## config.mk

```make
export PLATFORM = sky130hd
export DESIGN_NAME = prefix_adder
export DESIGN_NICKNAME = d
export VERILOG_FILES = /design/src/rtl/padd_pkg.sv /design/src/rtl/padd_pg_stage.sv /design/src/rtl/padd_chain_net.sv /design/src/rtl/padd_ks_net.sv /design/src/rtl/padd_bk_net.sv /design/src/rtl/prefix_adder.sv
export SDC_FILE = /design/constraint.sdc
export NUM_CORES = 1
export LEC_CHECK = 0
export ABC_AREA = 1
export BUFFER_PORTS_ARGS = -buffer_cell sky130_fd_sc_hd__buf_4
export CAP_MARGIN = 20
export CORE_ASPECT_RATIO = 0.6
export CORE_MARGIN = 8
export CORE_UTILIZATION = 46
export DETAILED_ROUTE_END_ITERATION = 10
export PLACE_DENSITY = 0.92
export SYNTH_ARGS = -nofsm -noshare
export SYNTH_HDL_FRONTEND = slang
export SYNTH_SLANG_ARGS = --single-unit
```

## constraint.sdc

```tcl
create_clock -name vclk -period 2.2
set_clock_uncertainty 0.2 [all_clocks]
set_input_delay 0.33 -clock vclk [all_inputs]
set_output_delay 0.33 -clock vclk [all_outputs]
set_load 0.05 [all_outputs]
```

## src/rtl/padd_pkg.sv

```systemverilog
// Package: shared topology selection for the prefix adder.
// Assumes N >= 1; the thresholds decide which carry network is built.
package padd_pkg;

    typedef enum logic [1:0] {
        TOPO_CHAIN = 2'd0,
        TOPO_KS    = 2'd1,
        TOPO_BK    = 2'd2
    } topo_e;

    localparam int KS_MIN_W = 8;
    localparam int BK_MIN_W = 32;

    // Map an operand width to the carry network that serves it.
    function automatic topo_e pick_topo(input int width);
        if (width < KS_MIN_W)      return TOPO_CHAIN;
        else if (width < BK_MIN_W) return TOPO_KS;
        else                       return TOPO_BK;
    endfunction

endpackage

```

## src/rtl/padd_pg_stage.sv

```systemverilog
// Module: per-bit propagate/generate formation.
// Inverts the second operand in subtract mode and folds the injected
// one into the bit-0 generate term, so the networks see no carry-in.
module padd_pg_stage #(
    parameter int N = 16
) (
    input  logic [N-1:0] a_i,
    input  logic [N-1:0] b_i,
    input  logic         sub_i,
    output logic [N-1:0] p_o,
    output logic [N-1:0] g_o
);
    logic [N-1:0] b_eff;
    logic [N-1:0] g_raw;

    // Operand conditioning and raw bit terms.
    always_comb begin
        b_eff = b_i ^ {N{sub_i}};
        p_o   = a_i ^ b_eff;
        g_raw = a_i & b_eff;
    end

    // Fold the carry-in into bit 0; other bits pass through.
    always_comb begin
        g_o    = g_raw;
        g_o[0] = g_raw[0] | (p_o[0] & sub_i);
    end
endmodule

```

## src/rtl/padd_chain_net.sv

```systemverilog
// Module: serial carry chain for narrow widths.
// Output bit i is the carry out of bit i (group generate of 0..i)
// and the AND of all propagates 0..i.
module padd_chain_net #(
    parameter int N = 4
) (
    input  logic [N-1:0] p_i,
    input  logic [N-1:0] g_i,
    output logic [N-1:0] gg_o,
    output logic [N-1:0] gp_o
);
    // Bit 0 starts the chain with no carry input.
    assign gg_o[0] = g_i[0];
    assign gp_o[0] = p_i[0];

    for (genvar i = 1; i < N; i++) begin : g_link
        // Each link merges its own bit with everything below it.
        assign gg_o[i] = g_i[i] | (p_i[i] & gg_o[i-1]);
        assign gp_o[i] = p_i[i] & gp_o[i-1];
    end
endmodule

```

## src/rtl/padd_ks_net.sv

```systemverilog
// Module: Kogge-Stone prefix network.
// At stride s = 1,2,4,... (s < N) every position i >= s merges with i-s.
// Produces full prefixes: bit i covers positions 0..i.
module padd_ks_net #(
    parameter int N = 16
) (
    input  logic [N-1:0] p_i,
    input  logic [N-1:0] g_i,
    output logic [N-1:0] gg_o,
    output logic [N-1:0] gp_o
);
    localparam int LVLS = $clog2(N);

    logic [N-1:0] gv [0:LVLS];
    logic [N-1:0] pv [0:LVLS];

    assign gv[0] = g_i;
    assign pv[0] = p_i;

    for (genvar k = 0; k < LVLS; k++) begin : g_lvl
        localparam int S = 1 << k;
        for (genvar i = 0; i < N; i++) begin : g_pos
            if (i >= S) begin : g_merge
                // Group cell: merge span ending at i with span ending at i-S.
                assign gv[k+1][i] = gv[k][i] | (pv[k][i] & gv[k][i-S]);
                assign pv[k+1][i] = pv[k][i] & pv[k][i-S];
            end else begin : g_pass
                // Already a full prefix; forward unchanged.
                assign gv[k+1][i] = gv[k][i];
                assign pv[k+1][i] = pv[k][i];
            end
        end
    end

    assign gg_o = gv[LVLS];
    assign gp_o = pv[LVLS];
endmodule

```

## src/rtl/padd_bk_net.sv

```systemverilog
// Module: Brent-Kung prefix network.
// Upward sweep at stride s merges i = 2s-1, 4s-1, ... with i-s; the
// downward sweep, halving s, merges i = 3s-1, 5s-1, ... with i-s.
module padd_bk_net #(
    parameter int N = 32
) (
    input  logic [N-1:0] p_i,
    input  logic [N-1:0] g_i,
    output logic [N-1:0] gg_o,
    output logic [N-1:0] gp_o
);
    localparam int LVLS = $clog2(N);
    localparam int ALL  = 2 * LVLS;

    logic [N-1:0] gv [0:ALL];
    logic [N-1:0] pv [0:ALL];

    assign gv[0] = g_i;
    assign pv[0] = p_i;

    for (genvar k = 0; k < ALL; k++) begin : g_lvl
        localparam bit UP = (k < LVLS);
        localparam int S  = UP ? (1 << k) : (1 << (ALL - 1 - k));
        for (genvar i = 0; i < N; i++) begin : g_pos
            localparam bit HIT = UP ? (((i + 1) % (2 * S)) == 0)
                                    : ((i >= 3 * S - 1) && (((i + 1 - S) % (2 * S)) == 0));
            if (HIT) begin : g_merge
                // Group cell on the scheduled position.
                assign gv[k+1][i] = gv[k][i] | (pv[k][i] & gv[k][i-S]);
                assign pv[k+1][i] = pv[k][i] & pv[k][i-S];
            end else begin : g_pass
                // Position idle at this level.
                assign gv[k+1][i] = gv[k][i];
                assign pv[k+1][i] = pv[k][i];
            end
        end
    end

    assign gg_o = gv[ALL];
    assign gp_o = pv[ALL];
endmodule

```

## src/rtl/prefix_adder.sv

```systemverilog
// Module: width-adaptive N-bit adder/subtractor, combinational.
// Picks a chain, Kogge-Stone or Brent-Kung carry network from N.
// Assumes N >= 1. The carry out of the top bit is discarded.
module prefix_adder #(
    parameter int N = 16
) (
    input  logic [N-1:0] a_i,
    input  logic [N-1:0] b_i,
    input  logic         sub_i,
    output logic [N-1:0] sum_o
);
    localparam padd_pkg::topo_e TOPO = padd_pkg::pick_topo(N);

    logic [N-1:0] p_bit;
    logic [N-1:0] g_bit;
    logic [N-1:0] grp_g;
    logic [N-1:0] grp_p;

    padd_pg_stage #(.N(N)) u_pg (
        .a_i(a_i), .b_i(b_i), .sub_i(sub_i), .p_o(p_bit), .g_o(g_bit)
    );

    if (TOPO == padd_pkg::TOPO_CHAIN) begin : g_chain
        padd_chain_net #(.N(N)) u_net (
            .p_i(p_bit), .g_i(g_bit), .gg_o(grp_g), .gp_o(grp_p)
        );
    end else if (TOPO == padd_pkg::TOPO_KS) begin : g_ks
        padd_ks_net #(.N(N)) u_net (
            .p_i(p_bit), .g_i(g_bit), .gg_o(grp_g), .gp_o(grp_p)
        );
    end else begin : g_bk
        padd_bk_net #(.N(N)) u_net (
            .p_i(p_bit), .g_i(g_bit), .gg_o(grp_g), .gp_o(grp_p)
        );
    end

    // Sum: bit propagate XOR carry from below (injected bit at bit 0).
    always_comb begin
        sum_o[0] = p_bit[0] ^ sub_i;
        for (int i = 1; i < N; i++) sum_o[i] = p_bit[i] ^ grp_g[i-1];
    end

    // Guards on the finished result and the network prefixes.
    always_comb begin

        bit0_parity_chk: assert (sum_o[0] == (a_i[0] ^ b_i[0]))
            else $error("bit 0 not a0^b0");

        self_sub_zero_chk: assert (!(sub_i && (a_i == b_i)) || (sum_o == '0))
            else $error("a-a nonzero");

        zero_operand_chk: assert (!(b_i == '0) || (sum_o == a_i))
            else $error("zero operand changed a");
        for (int i = 0; i < N; i++) begin

            prop_run_chk: assert (!grp_p[i] || (grp_g[i] == sub_i))
                else $error("propagate run carry mismatch at %0d", i);
        end
    end
endmodule

```

==> results of run 1 <==
[per-stage QoR]
stage	instances	setup slack, ns
4_1_cts	295	-0.284
3_3_place_gp	288	-0.374
3_5_place_dp	288	-0.440
2_1_floorplan	184	-0.319
[synthesized netlist by cell type, drive strengths merged]
cell type / instances
a21oi: 13
and2: 1
buf: 2
clkinv: 1
fa: 1
ha: 17
inv: 31
nand2: 65
nand3: 12
nand4: 2
nor2: 8
nor3: 3
o21ai: 5
xnor2: 2
xor2: 21
[kinds of logic after synthesis]
group	after synthesis	synth area share (%)
compound gates	18	8.81
fa+ha+maj	18	20.2
simple gates	91	41.1
xor+xnor	23	17.5
buf+inv	34	12.3
[what timing repair did]
action / 4_1_cts
endpoints found under the setup margin: 14
resized for setup: 56
hold endpoints to repair: 0
cloned: 1
pin swaps: 34
buffers inserted: 6
==> results.cfg, run 1 <==
[placed_design]
place_area_mm2 = 0.00189
io_buffers = 49
place.gp.congestion = 0.848
dp_hpwl_um = 3250

[die]
chipHeight_um = 54.7
die_w_um = 80.5
initial_core_util_pct = 47.2
io_pins = 49
std_cell_rows = 14

[timing]
worst-ep-kind = output port
grt_worst_setup_endpoint = sum_o[15]

[logic_synthesis]
synth_fp_nets = 235
netlist_area_mm2 = 0.00115
synth_top_cell_by_area = ha_1
postSynthCellCount = 184
avgSynthCellArea_um2 = 6.25
synth.distinct_cells = 25
yosys_warnings = 0
synthDominantCellAreaShare_pct = 18.5
ys_seq_area_share_pct = 0
yosys-top-cells-area = ha_1, nand2_1, xor2_1, inv_1, nand2_4

[status]
haltStage = global routing
status = stopped before the end
error = [ERROR DPL-0038] Utilization greater than 100%, impossible to legalize

[grt]
grt_max_degree = 8

[clock_network]
cts_hold_buf = 0
==> run 2, diff against run 1 <==
CORE_AREA = 8 8 69 71   (was default)
CORE_ASPECT_RATIO = default   (was 0.6)
CORE_MARGIN = default   (was 8)
CORE_UTILIZATION = default   (was 46)
DIE_AREA = 0 0 77 79   (was default)
PLACE_DENSITY = default   (was 0.92)
PLACE_DENSITY_LB_ADDON = 0.15   (was default)
clock period = 2.9 ns   (was 2.2 ns; I/O delays follow)
==> run 2 against run 1 <==
Net effect:
- the flow now finishes without violations
- synthesized area unchanged
- synthesized cell count is the same
==> results.cfg, run 2 <==
[final_layout]
area_growth_pct = 42.3
regArea_um2 = 0
nClkBuffers = 0
final_common_cell = buf_4
drive_gt1_share_pct = 37.8
final_nets = 286
fillerInstances = 437
seq_cell_count = 0
diodes = 0
layout_common_cells = buf_4, nand2_1, inv_1, ha_1, xor2_1

[worst_hold_path]
hp-start = a_i[0]
holdPathEnd = sum_o[0]
hold_path_depth = 4
min_path_type = in -> out

[placed_design]
dpl_worst_slack_ns = 0.0270
dp_hpwl_um = 2650
place.gp.congestion = 0.792
io_buffers = 49

[critical_path]
setup.worst_path.class = in -> out
path_max_fanout = 14
cp.arrival_ns = 2.09
crit_start = sub_i
cp-start-kind = primary input
crit_path_end_kind = primary output
required_ns = 2.27

[grt]
grt_usage_pct = 9.65
grt_pass1_wl_um = 5260
grt_max_degree = 15
antenna_found_initial = 0
grt_pass1_vias = 1268
gr-total-overflow = 0

[power]
p_leak_nw = 0.949
ir_drop_v = 0.000214
power_frac_seq_pct = 0
pwr-share-comb_pct = 100.0
power_density_mw_per_mm2 = 435
swShare_pct = 66.0
switchingPower_mw = 0.471
p_int_mw = 0.242
pwr-share-clk_pct = 0

[clock_network]
cts_setup_buffers = 0
cts_hold_buf = 0
ctsResizeCount = 0

[logic_synthesis]
ys_seq_area_share_pct = 0
yosys_warnings = 0
yosys-top-cells-area = ha_1, nand2_1, xor2_1, inv_1, nand2_4
netlist_area_mm2 = 0.00115
synth_top_cell_by_area = ha_1
avgSynthCellArea_um2 = 6.25
synthDominantCellAreaShare_pct = 18.5
synth_fp_nets = 235
synthTopCellsByCount = nand2_1, inv_1, xor2_1
synth_most_common_cell = nand2_1
synth.distinct_cells = 25
postSynthCellCount = 184

[drt]
drc_errors = 0
wl_met2_um = 1330
wl_met3_um = 200
final_antenna_net_count = 0
finalWirelength_um = 2900
vias = 1209
first_pass_iters = 4
drtIter0Drc = 43
viasPerCell = 4.27
m1WireLength_um = 1370
wl_per_cell_um = 10.2
top_layer = met3

[timing]
slew_headroom_pct = 83.6
max_slew.worst_pin.slew_ns = 0.246
setup_tns_ns = 0
setup_viol = 0
period_minus_slack_ns = 2.73
period_share_pct = 94.1
clock.fmax_ghz = 0.366
finalMaxSlewViolations = 0
layout_setup_ws_ns = 0.170
rsz0062_at_grt = false
hold_violations = 0

[die]
io_pins = 49
initial_core_util_pct = 30.3
die_w_um = 77
die_area_mm2 = 0.00608
std_cell_rows = 23
fp.coreArea_mm2 = 0.00380
chipHeight_um = 79

[status]
status = complete, no violations

[job]
cap_violations = 0
run 2: metrics by stage:
step | instance area (um^2) | power (mW) | instances | utilization [%] | hold slack [ns]
detailed placement | 1620 | 0.715 | 283 | 42.7 | 1.05
global placement | 1620 | 0.715 | 283 | 42.7 | 1.05
global route | 1640 | 0.781 | 283 | 43.1 | 1.07
floorplan | 1190 | 0.524 | 184 | - | 0.995
CTS | 1620 | 0.718 | 283 | 42.7 | 1.05
finish | 1640 | 0.712 | 283 | 43.1 | 1.04
run 2: cell families after synthesis:
family / count (synthesis) / share of synthesized area [%]
buffers and inverters: 34 / 12.3
adder cells (fa/ha/maj): 18 / 20.2
AO/OA/AOI/OAI: 18 / 8.81
AND/OR/NAND/NOR: 91 / 41.1
XOR/XNOR: 23 / 17.5
run 2: power by group through the flow:
stage	combinational (mW)	sequential, mW	clock, mW
4_1_cts	0.718	0	0
6_report	0.712	0	0
2_1_floorplan	0.524	0	0
3_3_place_gp	0.715	0	0
5_1_grt	0.781	0	0
3_5_place_dp	0.715	0	0
run 2: layout make-up:
type	instances	area, um^2	area share, %
inverters	32	123	7.49
repair buffers	51	387	23.6
multi-input cells	150	1060	65.1
well taps	50	62.6	3.82
run 2: worst max path at each step:
| stage | end |
|---|---|
| 6_report | sum_o[14] |
| 5_1_grt | sum_o[14] |
| 4_1_cts | sum_o[14] |
| 3_5_place_dp | sum_o[14] |
| 3_3_place_gp | sum_o[14] |
| 2_1_floorplan | sum_o[8] |
run 2: worst max-delay path, cell delays in order:
cell     delay (ns)
buf_6          0.18
buf_4          0.15
xor2_1         0.16
ha_1           0.32
a21oi_1        0.21
o21ai_1        0.12
a21oi_1        0.17
nand2_1        0.07
nand2_1        0.06
nand2_1        0.04
buf_4          0.18
run 2: routing by layer:
layer  GRT usage, %  vias up
met5              0        -
met4          0.377        0
met3           2.03        0
met2           16.7       25
met1           12.7      514
li1               -      670
No activity file was read; power rests on OpenSTA's default activity.
==> run 3, diff against run 2 <==
==> constraint.sdc (replaced) <==
create_clock -name vclk -period 2.65
set_clock_uncertainty 0.2 [all_clocks]
set_input_delay 0.3975 -clock vclk [all_inputs]
set_output_delay 0.3975 -clock vclk [all_outputs]
set_load 0.02 [all_outputs]
==> run 3 against run 2 <==
Net effect:
- combinational power fell by 8.6%
- sequential share of layout area did not move
- non-clock buffer count rose by 8
- setup slack got worse by 0.071 ns
- core utilization rose by 2.8 points
- clock-buffer cell count did not move
- critical path type unchanged
- critical endpoint is now sum_o[12]
- largest cell class unchanged
==> results.cfg, run 3 (synthesis gave the netlist of run 2 again) <==
[drt]
viasPerCell = 4.26
final_antenna_net_count = 0
wl_met2_um = 1480
first_pass_iters = 5
wl_met3_um = 161
drtIter0Drc = 33
vias = 1241
m1WireLength_um = 1470
top_layer = met4
finalWirelength_um = 3130
drc_errors = 0
wl_per_cell_um = 10.7

[die]
chipHeight_um = 79
die_w_um = 77
initial_core_util_pct = 30.3
fp.coreArea_mm2 = 0.00380
die_area_mm2 = 0.00608
io_pins = 49
std_cell_rows = 23

[placed_design]
place_area_mm2 = 0.00163
place.gp.congestion = 0.787
io_buffers = 49
dp_hpwl_um = 2630
dpl_worst_slack_ns = -0.00911

[final_layout]
fillerInstances = 417
diodes = 0
layout_common_cells = buf_4, nand2_1, inv_1, xor2_1, ha_1
area_growth_pct = 51.5
final_common_cell = buf_4
seq_cell_count = 0
multi_input_area_mm2 = 0.00108
fin_area_mm2 = 0.00174
nClkBuffers = 0
finish.utilization_pct = 45.8
regArea_um2 = 0
final_nets = 294
drive_gt1_share_pct = 42.3

[worst_hold_path]
min_path_type = in -> out

[grt]
gr-total-overflow = 0
grt_pass1_wl_um = 5050
antenna_found_initial = 0
grt_usage_pct = 9.38
grt_pass1_vias = 1218
grt_max_degree = 10

[critical_path]
crit_path_end_kind = primary output
cp.arrival_ns = 1.95
path_max_fanout = 11
setup.worst_path.class = in -> out
required_ns = 2.05
slowest_delay_ns = 0.35
crit_chain = buf_12 > xor2_1 > ha_1 > nand2_1 > o21ai_4 > nand4_1 > nand3_1 > nand2_1 > nand2_2 > buf_6
crit_slowest_cell = ha_1
cp-start-kind = primary input
path_common_cell = nand2_1

[timing]
finalMaxSlewViolations = 0
whs_ns = 0.908
hold_violations = 0
period_minus_slack_ns = 2.55
period_share_pct = 96.3
layout_setup_ws_ns = 0.0992
max_slew.worst_pin.slew_ns = 0.252
setup_viol = 0
slew_headroom_pct = 83.2
clock.fmax_ghz = 0.392

[power]
power_mw = 0.651
ir_drop_v = 0.000150
p_leak_nw = 0.999
power_density_mw_per_mm2 = 374

[job]
cap_violations = 0

[status]
status = complete, no violations

[clock_network]
cts_hold_buf = 0
-- run 3: layout make-up --
class                           instances  area share, %
Tap cell                               50           3.59
Timing Repair Buffer                   59           27.4
Inverter                               32           7.04
Multi-Input combinational cell        150           62.0
-- run 3: worst max-delay path: cells and delay by family --
family	cells	cell delay, ns
xor gates and xnor gates	1	0.16
AOI/OAI and AO/OA	1	0.22
adders and majority gates	1	0.35
and+or+nand+nor	5	0.57
buffers and inverters	2	0.24
-- run 3: path summary, 6_finish.rpt --
path | startpoint | end | slack [ns] | depth (start not counted)
min | a_i[0] | sum_o[0] | 0.91 | 4
max | sub_i | sum_o[12] | 0.1 | 10
-- run 3: power by group --
| part | total (mW) | internal (mW) | switching (mW) |
|---|---|---|---|
| clock | 0 | 0 | 0 |
| combinational | 0.651 | 0.286 | 0.365 |
| sequential | 0 | 0 | 0 |
-- run 3: per-stage QoR --
stage,cells,setup TNS [ns]
floorplan,184,0
global placement,289,-0.0169
detailed placement,289,-0.0118
CTS,289,0
global route,291,-0.00352
finish,291,0
-- run 3: routing by layer --
layer	vias up	track usage (%)
li1	694	-
met1	512	12.0
met2	31	17.0
met3	4	1.58
met4	0	0
met5	-	0
-- run 3: timing repair --
item | 4_1_cts | 5_1_grt
gates cloned | 0 | 1
gates resized for setup | 1 | 19
setup buffers | 0 | 2
pin swaps | 0 | 8
endpoints found under the hold margin | 0 | 0
setup endpoints to repair | 2 | 12
==> run 4, diff against run 3 <==
SYNTH_HIERARCHICAL = 1   (was default)
==> run 4 against run 3 <==
Net effect:
- maximum frequency rose by 1.1%
- combinational power fell by 3.8%
- setup slack better by 0.027 ns
- die area unchanged
- sequential cell count stayed put
- highest routed layer unchanged
==> results.cfg, run 4 <==
[die]
fp.coreArea_mm2 = 0.00380
die_w_um = 77
io_pins = 49
die_area_mm2 = 0.00608
initial_core_util_pct = 33.0
std_cell_rows = 23
chipHeight_um = 79

[placed_design]
dp_hpwl_um = 2790
io_buffers = 49
place.gp.congestion = 0.805
place_area_mm2 = 0.00171
dp.cells = 364

[grt]
grt_pass1_wl_um = 5750
grt_max_degree = 20
gr-total-overflow = 0
grt_usage_pct = 10.4
grt_pass1_vias = 1446
antenna_found_initial = 0

[critical_path]
critical_path_depth = 13
crit_chain = buf_12 > xor2_1 > ha_1 > nand2_1 > nand2_1 > a21oi_1 > nand2_2 > nand2_1 > nand2_1 > inv_1 > nand2_1 > nand2_1 > buf_6
crit_buf_inv = 3
setup.worst_path.class = in -> out
cp-start-kind = primary input
path_common_cell = nand2_1
slowest_delay_ns = 0.36
crit_start = sub_i
required_ns = 2.05
crit_family = simple AND/OR/NAND/NOR gates
cp.arrival_ns = 1.93
crit_slowest_cell = ha_1
crit_end = sum_o[11]
path_max_fanout = 19
crit_path_end_kind = primary output

[power]
switchingPower_mw = 0.352
p_leak_nw = 1.25
pwr-share-clk_pct = 0
pwr-share-comb_pct = 100.0
ir_drop_v = 0.000148
power_mw = 0.626
power_frac_seq_pct = 0
swShare_pct = 56.2
power_density_mw_per_mm2 = 351
p_int_mw = 0.274

[drt]
wl_per_cell_um = 8.65
first_pass_iters = 4
viasPerCell = 4.10
finalWirelength_um = 3180
final_antenna_net_count = 0
drtIter0Drc = 59
vias = 1508
drc_errors = 0

[final_layout]
layout_common_cells = nand2_1, inv_1, buf_4, xor2_1, ha_1
final_common_cell = nand2_1
final_nets = 368
seq_cell_count = 0
area_growth_pct = 42.4
nClkBuffers = 0
drive_gt1_share_pct = 26.1
fillerInstances = 460
diodes = 0
instances_no_fill = 368
regArea_um2 = 0
fin_area_mm2 = 0.00178

[timing]
period_share_pct = 95.2
setup_viol = 0
finalMaxSlewViolations = 0
clock.fmax_ghz = 0.396
hold_violations = 0
period_minus_slack_ns = 2.52
whs_ns = 0.998
rsz0062_at_grt = true
slew_headroom_pct = 85.0
max_slew.worst_pin.slew_ns = 0.223

[logic_synthesis]
synth_fp_nets = 307
postSynthCellCount = 259
netlist_area_mm2 = 0.00125
yosys_warnings = 6
avgSynthCellArea_um2 = 4.84

[worst_hold_path]
min_path_type = in -> out

[clock_network]
cts_hold_buf = 0

[job]
cap_violations = 0

[status]
status = complete, no violations
[run 4: layout make-up]
type	instances	area (um^2)	share of cell area [%]
Tap cell	50	62.6	3.51
Multi-Input combinational cell	182	961	53.9
Inverter	74	278	15.6
Timing Repair Buffer	62	482	27.0
[run 4: stage by stage]
step                worst slack [ns]  utilization, %  TNS, ns
floorplan                      0.155               -        0
CTS                           0.0453            45.2        0
global route                 -0.0242            46.9  -0.0657
finish                         0.126            46.9        0
detailed placement           -0.0330            45.1  -0.0674
global placement              0.0232            45.1        0
[run 4: power by group through the flow]
stage	clock [mW]	combinational, mW	sequential [mW]
6_report	0	0.626	0
2_1_floorplan	0	0.388	0
3_3_place_gp	0	0.600	0
4_1_cts	0	0.608	0
3_5_place_dp	0	0.606	0
5_1_grt	0	0.711	0
[run 4: what timing repair did]
| item | in CTS | in global routing |
|---|---|---|
| pin swaps | 0 | 8 |
| gates resized for setup | 1 | 13 |
| cloned | 0 | 0 |
| setup endpoints to repair | 3 | 9 |
| buffers inserted | 0 | 4 |
| hold endpoints to repair | 0 | 0 |
[run 4: how the worst min path moves through the flow]
stage / slack (ns) / cells after the start / endpoint / from
after floorplan: 0.77 / 2 / sum_o[0] / sub_i
after global placement: 1.04 / 5 / sum_o[15] / a_i[15]
after detailed placement: 1.05 / 5 / sum_o[15] / a_i[15]
after CTS: 1.04 / 4 / sum_o[0] / sub_i
after global routing: 1.04 / 4 / sum_o[0] / sub_i
final: 1.0 / 4 / sum_o[0] / sub_i
[run 4: layer usage]
| layer | share of wire [%] | vias up | track usage [%] |
|---|---|---|---|
| met5 | 0 | - | 0 |
| met4 | 0.53 | 0 | 0.566 |
| met3 | 4.4 | 2 | 1.35 |
| met2 | 46 | 28 | 18.9 |
| met1 | 49 | 621 | 13.2 |
| li1 | - | 857 | - |
